File: config.mk
export PLATFORM = sky130hd
export DESIGN_NAME = timer_tick_gen
export DESIGN_NICKNAME = d
export VERILOG_FILES = /design/src/rtl/tick_sel_pkg.sv /design/src/rtl/prescale_counter.sv /design/src/rtl/pin_edge_sync.sv /design/src/rtl/tick_mux.sv /design/src/rtl/timer_tick_gen.sv
export SDC_FILE = /design/constraint.sdc
export NUM_CORES = 1
export LEC_CHECK = 0
export ABC_AREA = 0
export BUFFER_PORTS_ARGS = -buffer_cell sky130_fd_sc_hd__buf_2
export CAP_MARGIN = 5
export CORE_AREA = 2 2 39 41
export DETAILED_ROUTE_END_ITERATION = 12
export DIE_AREA = 0 0 41 43
export GPL_TIMING_DRIVEN = 0
export PLACE_DENSITY = 0.69
export SLEW_MARGIN = 20
export SYNTH_ARGS = -nofsm -noshare
export SYNTH_HDL_FRONTEND = slang
export SYNTH_SLANG_ARGS = --single-unit
export TNS_END_PERCENT = 30
File: constraint.sdc
create_clock -name clk_i -period 1.2 [get_ports clk_i]
set_input_delay 0.18 -clock clk_i [delete_from_list [all_inputs] [get_ports clk_i]]
set_output_delay 0.18 -clock clk_i [all_outputs]
set_load 0.03 [all_outputs]
File: src/rtl/tick_sel_pkg.sv
package tick_sel_pkg;

  typedef enum logic [2:0] {
    SEL_OFF      = 3'd0,
    SEL_DIV1     = 3'd1,
    SEL_DIV8     = 3'd2,
    SEL_DIV64    = 3'd3,
    SEL_DIV256   = 3'd4,
    SEL_DIV1024  = 3'd5,
    SEL_PIN_FALL = 3'd6,
    SEL_PIN_RISE = 3'd7
  } tick_sel_e;

  localparam int NUM_TAPS = 4;

  // number of low counter bits that must be all ones for divider tap idx
  function automatic int tap_width(input int idx);
    case (idx)
      0:       return 3;
      1:       return 6;
      2:       return 8;
      default: return 10;
    endcase
  endfunction

  function automatic logic is_divided(input logic [2:0] sel);
    return (sel >= 3'd2) && (sel <= 3'd5);
  endfunction

endpackage

File: src/rtl/prescale_counter.sv
module prescale_counter
  import tick_sel_pkg::*;
#(
  parameter int CNT_W = 10
) (
  input  logic                clk_i,
  input  logic                rst_i,
  output logic [NUM_TAPS-1:0] tap_hit_o
);

  logic [CNT_W-1:0] cnt_q;

  // free running, independent of the select
  always_ff @(posedge clk_i) begin
    if (rst_i) cnt_q <= '0;
    else       cnt_q <= cnt_q + 1'b1;
  end

  for (genvar t = 0; t < NUM_TAPS; t++) begin : g_tap
    localparam int TW = tap_width(t);
    assign tap_hit_o[t] = &cnt_q[TW-1:0];
  end

  // counter steps by one every cycle outside reset
  p_count_step_r8: assert property (@(posedge clk_i) disable iff (rst_i)
    1'b1 |=> cnt_q == $past(cnt_q) + 1'b1);

endmodule

File: src/rtl/pin_edge_sync.sv
module pin_edge_sync #(
  parameter int STAGES = 2
) (
  input  logic clk_i,
  input  logic rst_i,
  input  logic pin_i,
  output logic rise_o,
  output logic fall_o
);

  logic [STAGES-1:0] sync_q;
  logic              last_q;

  always_ff @(posedge clk_i) begin
    if (rst_i) begin
      sync_q <= '0;
      last_q <= 1'b0;
    end else begin
      sync_q <= {sync_q[STAGES-2:0], pin_i};
      last_q <= sync_q[STAGES-1];
    end
  end

  assign rise_o =  sync_q[STAGES-1] & ~last_q;
  assign fall_o = ~sync_q[STAGES-1] &  last_q;

endmodule

File: src/rtl/tick_mux.sv
module tick_mux
  import tick_sel_pkg::*;
(
  input  tick_sel_e           sel_i,
  input  logic [NUM_TAPS-1:0] tap_hit_i,
  input  logic                rise_i,
  input  logic                fall_i,
  output logic                tick_next_o
);

  always_comb begin
    unique case (sel_i)
      SEL_OFF:      tick_next_o = 1'b0;
      SEL_DIV1:     tick_next_o = 1'b1;
      SEL_DIV8:     tick_next_o = tap_hit_i[0];
      SEL_DIV64:    tick_next_o = tap_hit_i[1];
      SEL_DIV256:   tick_next_o = tap_hit_i[2];
      SEL_DIV1024:  tick_next_o = tap_hit_i[3];
      SEL_PIN_FALL: tick_next_o = fall_i;
      SEL_PIN_RISE: tick_next_o = rise_i;
      default:      tick_next_o = 1'b0;
    endcase
  end

endmodule

File: src/rtl/timer_tick_gen.sv
module timer_tick_gen
  import tick_sel_pkg::*;
#(
  parameter int PRESCALE_W  = 10,
  parameter int SYNC_STAGES = 2
) (
  input  logic       clk_i,
  input  logic       rst_i,
  input  logic [2:0] select_i,
  input  logic       ext_pin_i,
  output logic       tick_o
);

  localparam int MIN_W = tap_width(NUM_TAPS - 1);
  if (PRESCALE_W < MIN_W) begin : g_bad_width
    initial $error("PRESCALE_W too small for largest divider");
  end

  logic [NUM_TAPS-1:0] tap_hit;
  logic                pin_rise, pin_fall, tick_next;

  prescale_counter #(.CNT_W(PRESCALE_W)) u_count (
    .clk_i    (clk_i),
    .rst_i    (rst_i),
    .tap_hit_o(tap_hit)
  );

  pin_edge_sync #(.STAGES(SYNC_STAGES)) u_pin (
    .clk_i (clk_i),
    .rst_i (rst_i),
    .pin_i (ext_pin_i),
    .rise_o(pin_rise),
    .fall_o(pin_fall)
  );

  tick_mux u_mux (
    .sel_i      (tick_sel_e'(select_i)),
    .tap_hit_i  (tap_hit),
    .rise_i     (pin_rise),
    .fall_i     (pin_fall),
    .tick_next_o(tick_next)
  );

  always_ff @(posedge clk_i) begin
    if (rst_i) tick_o <= 1'b0;
    else       tick_o <= tick_next;
  end

  // stop select yields no tick
  p_stop_quiet_r2: assert property (@(posedge clk_i) disable iff (rst_i)
    select_i == 3'd0 |=> !tick_o);

  // undivided select ticks every cycle
  p_every_cycle_r3: assert property (@(posedge clk_i) disable iff (rst_i)
    select_i == 3'd1 |=> tick_o);

  // divided ticks are one cycle wide
  p_one_wide_r5: assert property (@(posedge clk_i) disable iff (rst_i)
    (tick_o && is_divided($past(select_i)) && is_divided(select_i)) |=> !tick_o);

endmodule

-- Word level (Yosys, flattened, before mapping)
Cells that the tools add are included.
- $add $sub $neg: 1
- equality and inequality tests: 7
- muxes and demuxes: 1
- bitwise operators: 4
- reduce and logical (&&, ||, !) cells: 5
- operators with widths (cell ; number):
    equality test 3 bit, second input constant ; 4
    adder 10 x 1 -> 10 bit, second input constant ; 1
    AND reduction 10 bit ; 1
    one-hot mux 1 bit (8 select lines) ; 1
    AND reduction 8 bit ; 1
    equality test 3 x 2 -> 1 bit, second input constant ; 2
    AND reduction 6 bit ; 1
    equality test 3 x 1 -> 1 bit, second input constant ; 1
    logical NOT 3 bit ; 1
    AND reduction 3 bit ; 1
    AND 1 bit ; 2
    NOT 1 bit ; 2
- flip-flop bits (word level): 14
- input port bits: 6
- word-level logic and storage cells: 22

-- Depth between registers and ports, before layout
Gate-level depths: netlist of the first run.
- depth after elaboration: 3
- gate-level depth with buffers: 5
- gate-level depth less buffers: 5

-- Hierarchy
A second synthesis of the first run with hierarchy kept.
- cells, all modules: 63
- area, all modules: 638.1 um^2
- modules (own cells, without submodules) (module ; times used ; cells an instance ; area an instance (um^2)):
    prescale_counter ; 1 ; 48 ; 452.9
    pin_edge_sync ; 1 ; 8 ; 91.3
    tick_mux ; 1 ; 5 ; 60.1
    timer_tick_gen ; 1 ; 2 ; 33.8

-- Least setup slack after synthesis of the first run
Ideal clock, no wire load.
- kind: flip-flop to flip-flop
- start: register u_count.cnt_q[0]
- end: register tick_o
- library setup time: 88 ps
- arrival time: 1103 ps
- slack: 9 ps
- cell stages (with the launch flop): 6
- path buffers: 0
- period minus slack after synthesis: 1191 ps
- cell sequence: dfxtp_1 ha_1 nand2_1 nor3_4 nand2_1 a311oi_2
- longest elaborated chain between the ends: 2
- elaborated cells between the ends (all ways): 5
- those cells by class: 1 x mux; 4 x reduce/logical
- RTL lines (element ; RTL line ; RTL):
    from (decl) ; prescale_counter.sv:11 ; logic [CNT_W-1:0] cnt_q;
    from (signal assigned) ; prescale_counter.sv:16 ; else cnt_q <= cnt_q + 1'b1;
    AND reduction 10 bit, or another cell as far along ; prescale_counter.sv:21 ; assign tap_hit_o[t] = &cnt_q[TW-1:0];
    one-hot mux 1 bit (8 select lines) (*) ; tick_mux.sv:12 ; unique case (sel_i)
    to (signal assigned) ; timer_tick_gen.sv:46 ; else tick_o <= tick_next;
    to (decl) ; timer_tick_gen.sv:11 ; output logic tick_o
Mark *: on every way between the ends. The rest lies on a longest branch, timed or not.
A chain may end at the register's enable or synchronous reset.

-- Worst setup path in the final report of the first run
Ends and elaborated chain as after synthesis.

==> summary by stage, run 1 <==
Final layout
In the final layout, the share of cells above drive strength 1 is 0.357. The count of placed standard cells in the final layout, fillers left out is 86. Leaving out fill and tap cells, the most frequent cells in the layout are sky130_fd_sc_hd__dfxtp_1, sky130_fd_sc_hd__nor2_1, sky130_fd_sc_hd__buf_2. Summing all multi-input logic gate instances after layout gives 335 um^2. Registers take roughly 290 um^2.

The final layout contains 79 nets. The most common library cell in the layout ignoring fill and taps is sky130_fd_sc_hd__dfxtp_1. The number of diodes added for antenna fixing is 0. The number of fillers in the final layout is 131. From synthesis to final layout, the design area changed by 21.4%.

Critical path
The signal on the critical path passes through ha_4 > ha_2 > a21o_1 > a21oi_2 > a311oi_2. On the worst path, the slowest cell contributes a delay of between 0.3 and 0.4 ns. The launching element of the worst setup path is u_count.cnt_q[0]$_SDFF_PP0_.

Along the worst path, the maximum fanout reaches 3. The cell with the largest stage delay on the worst path is sky130_fd_sc_hd__dfxtp_4. The data required time at the worst endpoint is around 1.4 ns. The worst setup path is of the reg2reg kind. The endpoint kind of the worst setup timing path is a register. The arrival time of the worst setup path is approximately 1.3 ns. STA classifies the critical path startpoint as a register. The worst register-to-register path begins at u_count.cnt_q[0]$_SDFF_PP0_.

Run status
The flow ran to the end, and the final reports show no timing, DRC or antenna violations.

Power and ir drop
The leakage power of the design is 0.271 nW. The post-route total power is slightly below 0.0009 W. For this design the ratio of total power to cell area is 1230 nW/um^2.

VDD sags by at most approximately 0.77 mV.

CTS
In this run the number of H-tree levels came out at 1. The TritonCTS sink count is 14. In this run the clock root is driven by a sky130_fd_sc_hd__clkbuf_4. The TritonCTS clock tree is done. Clock-pin slew was measured on the worst setup and hold paths at 0.08 ns. The clock reaches the later pin of the worst-skew pair after 0.28 ns.

After clock tree synthesis, the setup repair step added 0 buffers. In this run the deepest clock path goes through 2 buffers. Buffers inserted during clock tree synthesis total 3.

Die
In this run the vertical extent of the chip is 43 um. The site row count is 14. In this run the horizontal extent of the chip is 41 um.

In this run the standard cell core region covers 1380 um^2. The die covers between 1500 and 2000 um^2. The effective utilization at floorplan is 0.428. The number of I/O pins is 7.

GRT
The global-route wire length before repair is 1.49 mm. The overflow left after global routing is 0. Entering global routing, the biggest net connects 11 pins. The number of antenna violations at the first check in global routing is 0.

The via count of the first global-routing pass is roughly 400. Across every metal layer, demand over resource in global routing totals 0.128.

Synth
The count of different cell masters after synthesis is 22. Among all flip-flop cells after synthesis, the most frequent one is sky130_fd_sc_hd__dfxtp_1. The share of the yosys chip area belonging to registers is 0.474. In this run, synthesis produced a sequential element count of 14.

Synthesis produced a netlist with a net count of 68. The cell count after synthesis is 60. The synthesized design contains 0 enable-type register cells.

The synthesized area divided by synthesized cell count is 9.86 um^2. The cell area that synthesis handed to floorplanning was approximately 600 um^2. The async set or reset register ratio after synthesis is 0. Yosys printed 0 warnings.

STA
The final setup violation count is 0. The maximum frequency from static timing analysis is 853 MHz. The worst path needs roughly 1.2 ns of the cycle, external delays included.

The count of endpoints failing hold in the final timing report is 0. Setup repair after global routing could not meet its margin everywhere. Measured against its own limit, the worst slew margin works out to 0.682. The slew of the pin with the lowest slew margin is 0.477 ns. The post-route fraction of the period consumed by the critical path is 0.977. The number of slew-limit violations in the final report came to 0. On the final layout, the worst clock skew is just under 0.003 ns.

Detailed routing
Summed over all layers, the routed wires come to between 800 and 900 um. In this run, the number of DRC markers left after iteration 0 of detailed routing was 4. In this run the remaining antenna-violating nets after routing total 0.

The via count is roughly 440. Dividing the detail-routed via count by the number of cells gives slightly above 5. The final routed wire length divided by cell count is a little over 10 um. The first detailed-routing pass took 2 iterations. The DRC violation count after routing is 0.

Run
The max capacitance violation total is 0.

Hold path
The source of the worst hold timing path is rst_i. The class of the worst hold path is in2reg.

Placed design
The HPWL after detailed placement is just over 600 um. Routability-driven placement finished with a final weighted congestion of around 0.6. The count of placed standard cells including taps is 82.

The total of buffers placed on input and output ports is 6.
cell usage after synthesis, types with 2 or more instances:
library cell,number,area share
sky130_fd_sc_hd__o21ai_0,2,0.017
sky130_fd_sc_hd__ha_1,2,0.042
sky130_fd_sc_hd__a21oi_1,4,0.034
sky130_fd_sc_hd__nor2b_1,5,0.053
sky130_fd_sc_hd__nand3_1,3,0.025
sky130_fd_sc_hd__nor2_1,6,0.038
sky130_fd_sc_hd__nor3_2,2,0.034
sky130_fd_sc_hd__dfxtp_1,14,0.47
sky130_fd_sc_hd__nand2_1,5,0.032
sky130_fd_sc_hd__or3_1,2,0.021
sky130_fd_sc_hd__xor2_1,2,0.030
sky130_fd_sc_hd__xnor2_1,3,0.044
logic make-up (layout without fill, tap and decap cells):
logic type | count (synthesis) | in the layout | synth area share
xor+xnor | 5 | 5 | 0.0740
compound gates | 10 | 10 | 0.110
buf+inv | 2 | 12 | 0.0127
fa+ha+maj | 2 | 2 | 0.0423
flops | 14 | 14 | 0.474
simple gates | 27 | 27 | 0.288
flip-flops by register name, indices dropped and copies added (netlist names):
signal	cells
u_count.cnt_q	10
u_pin.sync_q	2
tick_o	1
u_pin.last_q	1
per-layer routing:
layer,vias to the layer above,global-route usage,wire (um)
li1,229,-,-
met2,7,0.197,422
met3,5,0.0471,37
met4,0,0.100,31
met5,-,0,0
met1,198,0.132,394
area by class of cell:
class	count	area share
buffer	1	0.00523
clock buffer	4	0.0505
tap	16	0.0279
timing repair buffer	6	0.0418
inverter	1	0.00523
sequential	14	0.402
multi-input combinational	44	0.467
power breakdown:
group	switching [W]	leakage, nW	total (W)	internal, W
combinational	0.0000282	0.134	0.0000556	0.0000274
sequential	0.0000135	0.116	0.000493	0.000480
clock	0.000149	0.0210	0.000334	0.000185
final timing paths:
check / end / slack (ns) / cells past startpoint
setup / recovery: tick_o$_SDFF_PP0_ / 0.03 / 5
hold / removal: u_count.cnt_q[2]$_SDFF_PP0_ / 0.10 / 2
setup reg to reg: tick_o$_SDFF_PP0_ / 0.03 / 5
hold reg to reg: u_count.cnt_q[0]$_SDFF_PP0_ / 0.44 / 1
worst max-delay path, delay by kind of cell, from the launching register on:
kind	cells	cell delay, ns
flip-flops	1	0.36
adder cells (fa/ha/maj)	2	0.34
AO/OA/AOI/OAI	3	0.34
per-stage QoR:
step / setup slack [ns] / TNS, ns / area (um^2) / hold WS (ns) / util
after detailed placement: -0.0857 / -0.152 / 642 / 0.401 / 0.464
after global routing: -0.0345 / -0.0345 / 718 / 0.106 / 0.519
after floorplan: 0.00886 / 0 / 592 / 0.252 / -
after CTS: 0.00288 / 0 / 689 / 0.102 / 0.498
final: 0.0282 / 0 / 718 / 0.101 / 0.519
after global placement: -0.0772 / -0.121 / 642 / 0.400 / 0.464
what timing repair did:
item / 4_1_cts / 5_1_grt
gates resized for setup: 5 / 8
pin swaps: 4 / 4
endpoints found under the setup margin: 3 / 5
hold buffers: 0 / 0
Power figures use the tool's default switching activity.
==> inputs of run 2 (changes only) <==
- SETUP_SLACK_MARGIN: not set -> 0.15
==> run 2 against run 1 <==
Combinational power about the same. Clock-buffer cell count down 1. Non-clock buffer count unchanged. Cell count down 1.2%. Total power down 9.3%. Routed wire length down 4.0%. Core utilization down 0.90 points. Worst hold slack better by 0.012 ns. Critical endpoint unchanged. Largest power group unchanged. Highest routed layer unchanged.
==> summary by stage, run 2 (synthesis gave the netlist of run 1 again) <==
Critical path
The data required time at the worst endpoint is 1.34 ns (about the same). The worst setup path is captured at a register. The setup path with the least slack is of type reg2reg. The arrival time of the worst setup path is 1.28 ns (-0.05 ns). The worst setup path is launched from a register. The top fanout value on the critical path was 3 (unchanged).

CTS
The number of levels the H-tree was split into came to 1 (unchanged). The maximum clock path buffer count is 2 (unchanged). The clock buffer count from CTS is 3 (unchanged).

The root buffer selected by CTS is sky130_fd_sc_hd__clkbuf_4. The latest clock arrival within the worst-skew pair came to 0.27 ns (about the same). The register clock-pin slew on the reported worst setup and hold paths is 0.08 ns (about the same). The number of setup buffers added after CTS came to 0 (unchanged). The TritonCTS sink count was 14 (unchanged). The TritonCTS clock tree is done.

Power and ir drop
The design internal power is 0.000621 W (-10%). The reported net switching power was 0.000178 W (-6.4%). The power density over the cells is 1130 nW/um^2 (-7.7%). The relative contribution of combinational cells to total power is 0.069 (+0.006).

The portion of total power attributed to the clock network is 0.317 (-0.061). The leakage power of the design came to 0.264 nW (-2.5%). The portion of total power attributed to sequential cells is 0.614 (+0.055). The peak supply drop came to 0.628 mV (-18%). The switching fraction of total power was 0.223 (+0.00704).

Die
The number of I/O pins is 7 (unchanged). The vertical die dimension is 43 um (unchanged). The horizontal extent of the die is 41 um (unchanged). The site row count came to 14 (unchanged). The effective utilization at floorplan is 0.428 (unchanged). The core area is 1380 um^2 (unchanged).

The area of the die is 1760 um^2 (unchanged).

GRT
The pin count of the biggest net entering global routing is 11 (unchanged). The via count of the first global-routing pass is 364 (-9.7%). The aggregate global-route resource usage is 0.120 (-0.00797). The number of antenna violations at the first check in global routing is 0 (unchanged). The global-route wire length before repair was 1.44 mm (-3.7%). The overflow left after global routing is 0 (unchanged).

STA
The post-route fraction of the period consumed by the critical path was 0.950 (-0.0269). The post-layout minimum cycle time is 1.14 ns (-0.0323 ns). The final setup violation count came to 0 (unchanged).

The maximum frequency from static timing analysis is 878 MHz (+2.8%). The count of endpoints failing hold in the final timing report is 0 (unchanged). Setup repair after global routing could not meet its margin everywhere. The headroom to the max-slew limit came to 0.666 (-0.0166). The worst clock skew is 0.00241 ns (-0.000504 ns). The final sum of negative setup slack is 0 ns (unchanged). The number of slew-limit violations in the final report is 0 (unchanged). The slew of the pin with the lowest slew margin is 0.502 ns (+0.0250 ns).

The worst hold slack was 0.113 ns (+0.0120 ns).

Detailed routing
The final routed wire length divided by cell count came to 10.0 um (-2.8%). The violation count after the first detailed-route iteration was 3 (-1). The via count is 433 (-1.4%).

The remaining number of nets flagged by the antenna check after routing is 0 (unchanged). The overall routed net length is 850 um (-4.0%). The detailed-router iteration count before antenna repair is 6 (+4).

The ratio of routed vias to standard cells was 5.09 (-0.21%). The DRC violation count after routing was 0 (unchanged).

Final layout
The number of diodes added for antenna fixing is 0 (unchanged). The library cells used most frequently in the layout, excluding fill and tap cells, are sky130_fd_sc_hd__dfxtp_1, sky130_fd_sc_hd__nor2_1, sky130_fd_sc_hd__buf_2. The number of fillers in the final layout was 142 (+8.4%). The share of cells above drive strength 1 was 0.362 (+0.00518).

The layout overhead on the synthesized area is 19.2%. Leaving out fill and tap cells, the most frequent cell in the layout is sky130_fd_sc_hd__dfxtp_1. The final instance area is 706 um^2 (-1.7%).

The flip-flop count of the largest register, all copies and words added was 10 (unchanged). The final net count is 79 (unchanged). The largest registers in the layout are u_count.cnt_q: 10 flops, u_pin.sync_q: 2 flops. The largest register by flop count is u_count.cnt_q.

Placed design
The total of buffers placed on input and output ports is 6 (unchanged). The cell area reported after detailed placement came to 667 um^2 (+3.9%). The routability congestion estimate from global placement came to 0.650 (+6.2%).

The HPWL after detailed placement was 630 um (+1.3%).

Run status
The flow ran to the end, and the final reports show no timing, DRC or antenna violations.

Hold path
The tightest min-delay check is of the in2reg type.

Run
The max capacitance violation total came to 0 (unchanged).
## run 2: final cells by class
| class | count | area [um^2] | share of cell area |
|---|---|---|---|
| inverter | 1 | 3.75 | 0.00532 |
| clock buffer | 3 | 22.5 | 0.0319 |
| buffer | 1 | 3.75 | 0.00532 |
| multi-input combinational | 44 | 335 | 0.475 |
| tap | 16 | 20.0 | 0.0284 |
| timing repair buffer | 6 | 30.0 | 0.0426 |
| sequential | 14 | 290 | 0.411 |
## run 2: per-layer routing
layer,GRT usage,vias up,part of all wire
met4,0.0600,0,0.014
met3,0.0471,2,0.039
met2,0.172,6,0.47
li1,-,225,-
met1,0.152,200,0.48
met5,0,-,0
## run 2: power groups by stage
stage | Clock [W] | Combinational [W] | Sequential, W
after floorplan | 0 | 0.0000303 | 0.000505
after global placement | 0 | 0.0000544 | 0.000502
after detailed placement | 0 | 0.0000546 | 0.000502
after CTS | 0.000263 | 0.0000549 | 0.000493
after global routing | 0.000282 | 0.0000629 | 0.000493
final | 0.000253 | 0.0000553 | 0.000491
## run 2: what timing repair did
action / 4_1_cts / 5_1_grt
pin swaps: 0 / 2
hold buffers: 0 / 0
resized for setup: 2 / 4
endpoints found under the setup margin: 6 / 6
## run 2: final timing paths
check | cells after the start | slack (ns) | to | from
max reg2reg | 5 | 0.06 | tick_o$_SDFF_PP0_ | u_count.cnt_q[0]$_SDFF_PP0_
min reg2reg | 1 | 0.45 | u_pin.sync_q[1]$_SDFF_PP0_ | u_pin.sync_q[0]$_SDFF_PP0_
max | 5 | 0.06 | tick_o$_SDFF_PP0_ | u_count.cnt_q[0]$_SDFF_PP0_
min | 2 | 0.11 | u_count.cnt_q[2]$_SDFF_PP0_ | rst_i
## run 2: through the flow
step / setup WS, ns / utilization / cells / power, W
2_1_floorplan: 0.131 / - / 60 / 0.000535
3_3_place_gp: 0.0369 / 0.482 / 82 / 0.000556
3_5_place_dp: 0.0232 / 0.482 / 82 / 0.000557
4_1_cts: 0.0640 / 0.503 / 85 / 0.000810
5_1_grt: -0.00461 / 0.510 / 85 / 0.000839
6_report: 0.0604 / 0.510 / 85 / 0.000800
## run 2: worst max-delay path: stages, from the launching register on
cell	delay [ns]
sky130_fd_sc_hd__dfxtp_2	0.35
sky130_fd_sc_hd__ha_4	0.17
sky130_fd_sc_hd__ha_2	0.16
sky130_fd_sc_hd__a21o_1	0.16
sky130_fd_sc_hd__a21oi_2	0.13
sky130_fd_sc_hd__a311oi_2	0.04
